**src/rtl/sar_pkg.sv**
```systemverilog
package sar_pkg;

  typedef enum logic [1:0] {
    SEQ_RUN  = 2'd0,
    SEQ_LAST = 2'd1,
    SEQ_IDLE = 2'd2
  } seq_phase_e;

  // Phase of the sequencer from the token chain
  function automatic seq_phase_e phase_of(input logic any_tok, input logic lsb_tok);
    if (!any_tok)     return SEQ_IDLE;
    else if (lsb_tok) return SEQ_LAST;
    else              return SEQ_RUN;
  endfunction

  // Next value of one code bit given its own token, the token above and the decision
  function automatic logic code_bit_next(input logic cur, input logic own_tok,
                                         input logic upper_tok, input logic decision);
    if (own_tok)        return decision;
    else if (upper_tok) return 1'b1;
    else                return cur;
  endfunction

endpackage

```
**src/rtl/sar_token_chain.sv**
```systemverilog
module sar_token_chain #(
  parameter int W = 14
) (
  input  logic         clk,
  input  logic         rst_n,
  output logic [W-1:0] tok_o
);
  localparam int TOP = W - 1;

  generate
    for (genvar s = 0; s < W; s++) begin : g_stage
      if (s == TOP) begin : g_head
        // Head stage: preset in reset, empties on the first edge
        always_ff @(posedge clk or negedge rst_n) begin
          if (!rst_n) tok_o[s] <= 1'b1;
          else        tok_o[s] <= 1'b0;
        end
      end else begin : g_body
        always_ff @(posedge clk or negedge rst_n) begin
          if (!rst_n) tok_o[s] <= 1'b0;
          else        tok_o[s] <= tok_o[s+1];
        end
      end
    end
  endgenerate
endmodule

```
**src/rtl/sar_code_reg.sv**
```systemverilog
module sar_code_reg #(
  parameter int W = 14
) (
  input  logic         clk,
  input  logic         rst_n,
  input  logic [W-1:0] tok_i,
  input  logic         cmp_i,
  output logic [W-1:0] code_o
);
  import sar_pkg::*;
  localparam int TOP = W - 1;

  generate
    for (genvar b = 0; b < W; b++) begin : g_bit
      logic upper_tok;
      if (b == TOP) begin : g_top
        assign upper_tok = 1'b0;
      end else begin : g_low
        assign upper_tok = tok_i[b+1];
      end
      always_ff @(posedge clk or negedge rst_n) begin
        if (!rst_n) code_o[b] <= (b == TOP);
        else        code_o[b] <= code_bit_next(code_o[b], tok_i[b], upper_tok, cmp_i);
      end
    end
  endgenerate
endmodule

```
**src/rtl/sar_result_reg.sv**
```systemverilog
module sar_result_reg #(
  parameter int W = 14
) (
  input  logic         clk,
  input  logic         rst_n,
  input  logic         capture_i,
  input  logic [W-1:0] final_i,
  output logic [W-1:0] result_o,
  output logic         done_o
);
  always_ff @(posedge clk or negedge rst_n) begin
    if (!rst_n) begin
      result_o <= '0;
      done_o   <= 1'b0;
    end else begin
      done_o <= capture_i;
      if (capture_i) result_o <= final_i;
    end
  end
endmodule

```
**src/rtl/sar_seq_ctrl.sv**
```systemverilog
module sar_seq_ctrl #(
  parameter int W = 14
) (
  input  logic         clk,
  input  logic         rst_n,
  input  logic         cmp_hi,
  output logic [W-1:0] trial_code,
  output logic [W-1:0] result,
  output logic         done
);
  import sar_pkg::*;

  // Named internal events, visible to the bound checker
  logic [W-1:0] tok_stage;
  logic         lsb_step;
  logic [W-1:0] final_code;
  seq_phase_e   seq_phase;

  sar_token_chain #(.W(W)) u_chain (
    .clk   (clk),
    .rst_n (rst_n),
    .tok_o (tok_stage)
  );

  sar_code_reg #(.W(W)) u_code (
    .clk    (clk),
    .rst_n  (rst_n),
    .tok_i  (tok_stage),
    .cmp_i  (cmp_hi),
    .code_o (trial_code)
  );

  assign lsb_step   = tok_stage[0];
  assign final_code = {trial_code[W-1:1], cmp_hi};
  assign seq_phase  = phase_of(|tok_stage, lsb_step);

  sar_result_reg #(.W(W)) u_result (
    .clk       (clk),
    .rst_n     (rst_n),
    .capture_i (lsb_step),
    .final_i   (final_code),
    .result_o  (result),
    .done_o    (done)
  );
endmodule

```
**config.mk**
```make
export PLATFORM = sky130hd
export DESIGN_NAME = sar_seq_ctrl
export DESIGN_NICKNAME = d
export VERILOG_FILES = /design/src/rtl/sar_pkg.sv /design/src/rtl/sar_token_chain.sv /design/src/rtl/sar_code_reg.sv /design/src/rtl/sar_result_reg.sv /design/src/rtl/sar_seq_ctrl.sv
export SDC_FILE = /design/constraint.sdc
export NUM_CORES = 1
export LEC_CHECK = 0
export ABC_CLOCK_PERIOD_IN_PS = 1500
export BUFFER_PORTS_ARGS = -buffer_cell sky130_fd_sc_hd__clkbuf_2
export CAP_MARGIN = 20
export CELL_PAD_IN_SITES_DETAIL_PLACEMENT = 0
export CELL_PAD_IN_SITES_GLOBAL_PLACEMENT = 1
export CORE_UTILIZATION = 25
export DETAILED_ROUTE_END_ITERATION = 16
export HOLD_SLACK_MARGIN = 0.03
export PLACE_DENSITY_LB_ADDON = 0.3
export RECOVER_POWER = 50
export SLEW_MARGIN = 10
export SYNTH_ARGS = -nofsm -noshare
export SYNTH_HDL_FRONTEND = slang
export SYNTH_HIERARCHICAL = 1
export SYNTH_SLANG_ARGS = --single-unit
```
**constraint.sdc**
```tcl
create_clock -name clk -period 1.5 [get_ports clk]
set_input_delay 0.45 -clock clk [delete_from_list [all_inputs] [get_ports clk]]
set_output_delay 0.45 -clock clk [all_outputs]
set_load 0.005 [all_outputs]
```
Word level (Yosys, flattened, before mapping)

Index checks and enable logic that the tools add are counted.

Bits of input ports: 3
Word-level logic and storage cells: 69
Output and inout port bits: 29
Register bits after elaboration: 43

Multiplexer cells: 26
Reduce and logical (&&, ||, !) cells: 13

Operators by type and width:

| cell              | count |
|---|---|
| $mux 1            | 26 |
| $reduce_bool 2->1 | 13 |

Logic depth before layout (Yosys ltp)

Gate-level depths: netlist of run 1.

Depth after elaboration: 2
Gate-level depth with buffers: 3
Gate-level depth less buffers: 2

By module

Netlist of run 1, hierarchy kept.

By module, submodules not included:

| module          | cells an instance | instances | sequential area each (µm²) | area each (µm²) |
|---|---|---|---|---|
| sar_code_reg    | 55                | 1         | 351.6                      | 574.3 |
| sar_result_reg  | 30                | 1         | 375.4                      | 544.3 |
| sar_token_chain | 15                | 1         | 351.6                      | 355.3 |

Worst setup path before layout of run 1

No wires, ideal clock.

Path kind: flip-flop to flip-flop
Start point: reg u_chain.tok_o[0]
End point: reg u_result.result_o[10]
Cell stages (with the launch flop): 3
Slack: 0.420 ns
Buffers on the path: 1
Required time: 1.375 ns
Arrival time: 0.955 ns
Period minus slack after synthesis: 1.080 ns
Library setup time: 0.125 ns
Path through: dfrtp_1 -> buf_6 -> mux2_2

RTL lines:

| what                            | line                  | text |
|---|---|---|
| start, declared                 | sar_token_chain.sv:6  | `output logic [W-1:0] tok_o` |
| start signal, assigned by index | sar_token_chain.sv:21 | `else tok_o[s] <= tok_o[s+1];` |
| end signal, assigned            | sar_result_reg.sv:17  | `if (capture_i) result_o <= final_i;` |
| end, declared                   | sar_result_reg.sv:8   | `output logic [W-1:0] result_o,` |

No word-level cell between the ends.

Final worst setup path of run 1

Start point: reg u_code.code_o[13]
End point: out trial_code[13]

RTL lines:

| what                            | line               | text |
|---|---|---|
| start, declared                 | sar_code_reg.sv:8  | `output logic [W-1:0] code_o` |
| start signal, assigned by index | sar_code_reg.sv:22 | `if (!rst_n) code_o[b] <= (b == TOP);` |
| start signal, assigned by index | sar_code_reg.sv:23 | `else code_o[b] <= code_bit_next(code_o[b], tok_i[b], upper_tok, cmp_i);` |
| end, declared                   | sar_seq_ctrl.sv:7  | `output logic [W-1:0] trial_code,` |

No word-level cell between the ends.

==> results.cfg, run 1 <==
[global_routing]
grt_use_met2_pct = 14.7
met3_usage_pct = 3.56
grt_max_degree = 44
grt_use_met1_pct = 11.8
first_global_vias = 878
overflow = 0
top_usage_layer = met2
grt_pass1_wl_um = 4350
groute.usage.overall_pct = 9.68
antenna_found_initial = 0

[layout]
fin_area_mm2 = 0.00185
layout.nets = 142
area_growth_pct = 25.2
diodes = 0
final_util_pct = 32.9
drive_above_1_share_pct = 47.1

[detailed_routing]
drc = 0
viasPerCell = 4.08
drt_iter0_markers = 39
wire_per_inst_um = 12.1
dr.pass1.iters = 4
ant_nets = 0
vias = 865
routed_wl_um = 2560

[worst_setup_path]
cp_slowest_cell = dfstp_2
worst-path-max-fanout = 3
arrival_ns = 0.93
critPathLaunchType = flop
worstSetupPathType = reg -> out
endpoint_kind = primary output
worstPathRequired_ns = 1.05
setup.worst_path.start = u_code/code_o[13]
r2r_cells = 2
path_buf_inv = 1
r2r_setup_slack_ns = 0.24
slowest_delay_ns = 0.54
path_cells = clkbuf_2
path_depth = 1
rr_endpoint = u_result/result_o[1]
crit_end = trial_code[13]
path_delay_family = flip-flops
regToRegStartpoint = u_chain/tok_o[0]

[placed_design]
numPortBuffers = 31
post-dp-hpwl_um = 1740
place_congestion = 0.665
dpl_cell_area_mm2 = 0.00173

[timing]
fin_crit_ns = 1.38
post-route-period-util_pct = 92.2
report.final.slew_viol_count = 0
rsz0062_at_grt = false
relSlewSlack_pct = 32.2
skew_ns = 0.00387
fmax_ghz = 0.723
worst_slew_pin_slew_ns = 1.02
finalHoldViolCount = 0
finalSetupTns_ns = 0
hold_ws_ns = 0.410
finalSetupViolCount = 0

[min_path]
hp-class = in -> async

[clock_tree]
cts_made_buffers = 5
cts_setup_buffers = 0
cts_max_path_buffers = 2
insertion_delay_ns = 0.29
htree_num_levels = 2
clk_pin_slew_worst_paths_ns = 0.07
clock-sinks = 43
cts_resized = 0
cts_root_buf = clkbuf_8
cts_tree = done
hold_buffers = 0

[outcome]
status = completed

[power_and_ir_drop]
p_switching_mw = 0.544
clock_power_share_pct = 39.5
pwr-share-seq_pct = 51.5
p_int_mw = 2.05
ir_drop_v = 0.000467
power_density_mw_per_mm2 = 1410
pwr-share-comb_pct = 9.0
power_mw = 2.60
power.leakage_nw = 0.841
p_sw_share_pct = 20.9

[synth]
yosys-top-cells-area = dfrtp_1, mux2_2, o21ai_2
ys_types = 9
syn_avg_cell_area_um2 = 14.7
yosys_warnings = 6
synthCells = 100
ys_seq_elements = 43
ys_seq_area_share_pct = 73.2
synth_top_area_share_pct = 69.6
netlist_area_mm2 = 0.00147
synth_top_cell_by_area = dfrtp_1
synth_nets = 103

[floorplanning]
initial_core_util_pct = 26.3
die_w_um = 78.8
ios = 32
die_area_mm2 = 0.00621
rows = 27
core-area_mm2 = 0.00561
die_h_um = 78.8

[job]
maxCapViolCount = 0
[area by class of cell]
| class | count | area (um^2) |
|---|---|---|
| well taps | 72 | 90.1 |
| flip-flops and latches | 43 | 1080 |
| clock inverters | 2 | 60.1 |
| clock buffers | 6 | 72.6 |
| multi-input cells | 55 | 373 |
| repair buffers | 34 | 171 |
| fillers | 579 | 3760 |
[synthesized netlist by cell type]
cell type   n
buf_6       2
conb_1      1
dfrtp_1    41
dfstp_2     2
mux2_2     15
nand2_1    13
nor2_1     13
o21ai_0     3
o21ai_2    10
[metrics by stage]
stage | worst slack, ns | std cells
after floorplan | 0.420 | 100
after global placement | 0.388 | 204
after detailed placement | 0.375 | 204
after CTS | 0.103 | 212
after global routing | 0.0751 | 212
final | 0.118 | 212
[registers in the layout, indices dropped and copies added (netlist names)]
name	count
u_result/done_o	1
u_chain/tok_o	14
u_code/code_o	14
u_result/result_o	14
[power by group through the flow]
stage                     Combinational (mW)  Sequential (mW)  Clock (mW)
final                                  0.234             1.34        1.03
after global routing                   0.264             1.36        1.12
after CTS                              0.249             1.34        1.06
after detailed placement               0.248             1.36           0
after global placement                 0.246             1.36           0
after floorplan                        0.104             1.36           0
[worst min-delay path by stage]
stage                       from                end  slack (ns)  cells past startpoint
3_3_place_gp   u_chain/tok_o[13]  u_chain/tok_o[12]        0.41                      0
5_1_grt        u_chain/tok_o[13]  u_chain/tok_o[12]        0.45                      0
6_report                   rst_n   u_code/code_o[6]        0.41                      2
4_1_cts                    rst_n   u_code/code_o[5]        0.13                      2
3_5_place_dp   u_chain/tok_o[13]  u_chain/tok_o[12]        0.41                      0
2_1_floorplan              rst_n   u_chain/tok_o[0]        0.15                      0
[routing by layer]
metal  vias to the layer above  routed length [um]
met5                         -                   0
met4                         0                  51
met2                        23                1210
li1                        408                   -
met1                       430                1160
met3                         4                 136
[cells by family (layout without fill, tap and decap cells)]
kind of cell / Yosys count / count (layout) / share of synthesized area [%]
compound gates: 13 / 13 / 6.96
buf+inv: 2 / 42 / 1.53
flops: 43 / 43 / 73.2
mux: 15 / 15 / 11.5
other cells: 1 / 1 / 0.254
simple gates: 26 / 26 / 6.62
[layout by cell type, fill, tap and decap left out, drive strengths merged]
master and instances:
dfrtp 41, clkbuf 39, mux2 15, nor2 13
nand2 13, o21ai 13, bufinv 2, dfstp 2
conb 1, buf 1
[worst reg2reg max path, delay by kind of cell, from the launching register on]
family	cells	cell delay, ns
buffers and inverters	1	0.40
multiplexers	1	0.39
flip-flops	1	0.36
Note: power is estimated with default switching activity, not from simulation.
==> run 2, diff against run 1 <==
--- a/config.mk
+++ b/config.mk
@@ -13,9 +13,8 @@
 export CORE_UTILIZATION = 25
 export DETAILED_ROUTE_END_ITERATION = 16
 export HOLD_SLACK_MARGIN = 0.03
-export PLACE_DENSITY_LB_ADDON = 0.3
+export PLACE_DENSITY = 0.58
 export RECOVER_POWER = 50
-export SLEW_MARGIN = 10
 export SYNTH_ARGS = -nofsm -noshare
 export SYNTH_HDL_FRONTEND = slang
 export SYNTH_HIERARCHICAL = 1
==> results.cfg, run 2 (synthesis gave the netlist of run 1 again) <==
[outcome]
status = completed

[detailed_routing]
drc = 0
dr.pass1.iters = 3
ant_nets = 0
vias = 875
viasPerCell = 4.11
routed_wl_um = 2720
wire_per_inst_um = 12.7
drt_iter0_markers = 33

[timing]
finalHoldViolCount = 0
worst_slack_ns = 0.114
worst_slew_pin_slew_ns = 0.748
skew_ns = 0.00317
fin_crit_ns = 1.39
rsz0062_at_grt = false
relSlewSlack_pct = 50.1
report.final.slew_viol_count = 0
post-route-period-util_pct = 92.4
fmax_ghz = 0.722
finalSetupViolCount = 0
finalSetupTns_ns = 0

[min_path]
hp-class = in -> async

[global_routing]
first_global_vias = 898
grt_pass1_wl_um = 4460
antenna_found_initial = 0
grt_max_degree = 24
overflow = 0
groute.usage.overall_pct = 9.79

[floorplanning]
die_w_um = 78.8
initial_core_util_pct = 26.3
die_area_mm2 = 0.00621
ios = 32
rows = 27
core-area_mm2 = 0.00561
die_h_um = 78.8

[worst_setup_path]
endpoint_kind = primary output
cp_slowest_cell = dfstp_2
regToRegStartpoint = u_chain/tok_o[0]
worstSetupPathType = reg -> out
worstPathRequired_ns = 1.05
path_delay_family = flip-flops
critPathLaunchType = flop
worst-path-max-fanout = 3
r2r_setup_slack_ns = 0.35
path_buf_inv = 1
slowest_delay_ns = 0.54
arrival_ns = 0.94
path_cells = clkbuf_2
r2r_cells = 2
rr_endpoint = u_result/result_o[2]

[clock_tree]
cts_made_buffers = 5
cts_resized = 0
clk_pin_slew_worst_paths_ns = 0.07
cts_setup_buffers = 0
cts_root_buf = clkbuf_8
insertion_delay_ns = 0.29
hold_buffers = 0
cts_tree = done
clock-sinks = 43
htree_num_levels = 2
cts_max_path_buffers = 2

[power_and_ir_drop]
pwr-share-seq_pct = 56.8
pwr-share-comb_pct = 10.1
p_sw_share_pct = 23.2
p_int_mw = 1.81
power_mw = 2.36
power_density_mw_per_mm2 = 1300
clock_power_share_pct = 33.1
power.leakage_nw = 0.826
ir_drop_v = 0.000382
p_switching_mw = 0.547

[layout]
mostFrequentLayoutCells = dfrtp_1, clkbuf_2, mux2_2, nor2_1, nand2_1
layoutNonFillerInstCount = 213
fillers = 607
layout.nets = 143
drive_above_1_share_pct = 46.1
final_util_pct = 32.4
diodes = 0
area_growth_pct = 23.2
reg_top3 = u_chain/tok_o x14, u_code/code_o x14, u_result/result_o x14
final_common_cell = dfrtp_1

[placed_design]
numPlacedInstances = 205
place_congestion = 0.672
numPortBuffers = 31
dpl_worst_slack_ns = 0.375
post-dp-hpwl_um = 1910

[job]
maxCapViolCount = 0
-- run 2: cell count changes in the layout (fill, tap and decap cells not counted), sizes merged --
cell and change:
clkbuf +3, bufinv -2
-- run 2: worst max path at each step --
stage,start,end,slack (ns),depth (start not counted)
2_1_floorplan,u_chain/tok_o[0],u_result/result_o[10],0.42,2
3_3_place_gp,cmp_hi,u_result/result_o[0],0.39,2
3_5_place_dp,cmp_hi,u_result/result_o[0],0.37,2
4_1_cts,u_code/code_o[13],trial_code[13],0.09,1
5_1_grt,rst_n,u_code/code_o[4],0.05,2
6_report,u_code/code_o[13],trial_code[13],0.11,1
-- run 2: area by class of cell --
type / count / area, um^2 / share of cell area, %
Tap cell: 72 / 90.1 / 4.96
Timing Repair Buffer: 35 / 174 / 9.58
Multi-Input combinational cell: 55 / 373 / 20.5
Sequential cell: 43 / 1080 / 59.4
Clock buffer: 8 / 100 / 5.51
-- run 2: stage by stage --
| stage | hold slack [ns] | area, um^2 |
|---|---|---|
| after CTS | 0.0674 | 1840 |
| after detailed placement | 0.397 | 1740 |
| final | 0.198 | 1820 |
| after global placement | 0.387 | 1740 |
| after floorplan | 0.154 | 1470 |
| after global routing | 0.251 | 1820 |
-- run 2: metal layers --
layer  global-route usage, %  vias up  wire (um)
met4                    5.56        0         55
met2                    14.2       29       1200
met3                    3.22        4        140
met1                    12.8      433       1320
li1                        -      409          -
met5                       0        -          0
-- run 2: power groups by stage --
stage | registers (mW) | logic (mW) | clock network, mW
CTS | 1.34 | 0.254 | 0.814
finish | 1.34 | 0.238 | 0.780
global placement | 1.36 | 0.246 | 0
global route | 1.36 | 0.267 | 0.862
detailed placement | 1.36 | 0.253 | 0
floorplan | 1.36 | 0.104 | 0
==> run 3, diff against run 2 <==
--- a/config.mk
+++ b/config.mk
@@ -17,5 +17,4 @@
 export RECOVER_POWER = 50
 export SYNTH_ARGS = -nofsm -noshare
 export SYNTH_HDL_FRONTEND = slang
-export SYNTH_HIERARCHICAL = 1
 export SYNTH_SLANG_ARGS = --single-unit
==> results.cfg, run 3 <==
[synth]
ys_async_sr_fraction_pct = 100
yosys-top-cells-area = dfrtp_1, mux2_4, mux2_2
ys_types = 12
syn_avg_cell_area_um2 = 14.5
netlist_area_mm2 = 0.00147
synth_nets = 105
synth-main-ff-cell = dfrtp_1
synth_top_area_share_pct = 69.6
synth_most_common_cell = dfrtp_1
ys_seq_area_share_pct = 73.2
synth-edff-count = 0
synth_top_cell_by_area = dfrtp_1
yosys_warnings = 0
synth_common_cells = dfrtp_1, o21ai_0, nand2_1, nor2_1
synthCells = 102
ys_seq_elements = 43

[floorplanning]
initial_core_util_pct = 26.3
rows = 27
core-area_mm2 = 0.00561
ios = 32
die_area_mm2 = 0.00621
die_w_um = 78.8
die_h_um = 78.8

[worst_setup_path]
arrival_ns = 0.94
worstPathRequired_ns = 1.05
slowest_delay_ns = 0.54
worstSetupPathType = reg -> out
worst-path-max-fanout = 3
critPathLaunchType = flop
cp_slowest_cell = dfstp_2
path_delay_family = flip-flops
path_cells = clkbuf_2
path_buf_inv = 1
endpoint_kind = primary output

[clock_tree]
cts_setup_buffers = 0
cts_root_buf = clkbuf_8
htree_num_levels = 2
clk_pin_slew_worst_paths_ns = 0.07
cts_max_path_buffers = 2
cts_resized = 0
clock-sinks = 43
hold_buffers = 0
cts_tree = done
cts_made_buffers = 5
insertion_delay_ns = 0.29

[layout]
fillers = 600
diodes = 0
fin_area_mm2 = 0.00179
multiInputGateArea_um2 = 355
layout.nets = 143
drive_above_1_share_pct = 40.0
layoutNonFillerInstCount = 212
final_util_pct = 31.9
area_growth_pct = 21.5
final_common_cell = dfrtp_1
register_area_mm2 = 0.00108
reg_top3 = u_chain.tok_o x14, u_code.code_o x14, u_result.result_o x14
mostFrequentLayoutCells = dfrtp_1, clkbuf_2, o21ai_0, nand2_1, nor2_1

[power_and_ir_drop]
p_sw_share_pct = 23.2
p_int_mw = 1.76
clock_power_share_pct = 31.3
p_switching_mw = 0.531
power_mw = 2.29
power.leakage_nw = 0.847
pwr-share-seq_pct = 58.5
pwr-share-comb_pct = 10.2
power_density_mw_per_mm2 = 1280
ir_drop_v = 0.000484

[global_routing]
groute.usage.overall_pct = 9.16
grt_pass1_wl_um = 4220
first_global_vias = 831
overflow = 0
antenna_found_initial = 0
grt_max_degree = 44

[placed_design]
post-dp-hpwl_um = 1710
numPortBuffers = 31
dpl_worst_slack_ns = 0.418
numPlacedInstances = 205
dpl_cell_area_mm2 = 0.00172
place_congestion = 0.664

[timing]
rsz0062_at_grt = false
fmax_ghz = 0.722
finalHoldViolCount = 0
worst_slew_pin_slew_ns = 1.01
worst_slack_ns = 0.115
report.final.slew_viol_count = 0
relSlewSlack_pct = 32.9
skew_ns = 0.00398
fin_crit_ns = 1.39
finalSetupTns_ns = 0
post-route-period-util_pct = 92.4
finalSetupViolCount = 0
hold_ws_ns = 0.401

[detailed_routing]
drt_iter0_markers = 89
wire_per_inst_um = 11.7
vias = 868
drc = 0
routed_wl_um = 2480
dr.pass1.iters = 3
ant_nets = 0
viasPerCell = 4.09

[outcome]
status = completed

[job]
maxCapViolCount = 0

[min_path]
hp-class = in -> async
==> run 3: cell families (layout without fill, tap and decap cells) <==
logic type / count (synthesis) / in the layout / synth area share [%]
flip-flops: 43 / 43 / 73.2
AND/OR/NAND/NOR: 26 / 26 / 6.62
AO/OA/AOI/OAI: 14 / 14 / 4.75
multiplexers: 14 / 14 / 12.5
buffers and inverters: 4 / 42 / 2.72
other: 1 / 1 / 0.254
==> run 3: layout make-up <==
type,count,area share (%)
sequential,43,60.2
inverter,1,0.210
clock buffer,6,4.61
tap,72,5.03
clock inverter,1,0.280
multi-input combinational,55,19.8
timing repair buffer,34,9.78
==> run 3: worst paths after layout <==
check / startpoint / end / slack, ns / depth (start not counted)
worst max-delay path: u_code.code_o[13] / trial_code[13] / 0.11 / 1
worst min-delay path: rst_n / u_result.result_o[5] / 0.40 / 2
worst max register to register: u_chain.tok_o[0] / u_result.result_o[10] / 0.50 / 2
worst min register to register: u_chain.tok_o[7] / u_chain.tok_o[6] / 0.42 / 0
max in group asynchronous: rst_n / u_result.result_o[9] / 0.47 / 2
min in group clk: u_chain.tok_o[7] / u_chain.tok_o[6] / 0.42 / 0
==> run 3: power groups by stage <==
stage / clock network [mW] / logic (mW) / registers, mW
finish: 0.716 / 0.234 / 1.34
global route: 0.792 / 0.263 / 1.35
CTS: 0.745 / 0.246 / 1.34
detailed placement: 0 / 0.246 / 1.36
global placement: 0 / 0.244 / 1.36
floorplan: 0 / 0.111 / 1.35
==> run 3: routing by layer <==
layer	track usage [%]	wire, um
met1	11.8	1190
met2	12.7	1070
met3	4.14	171
met4	5.00	46
met5	0	0
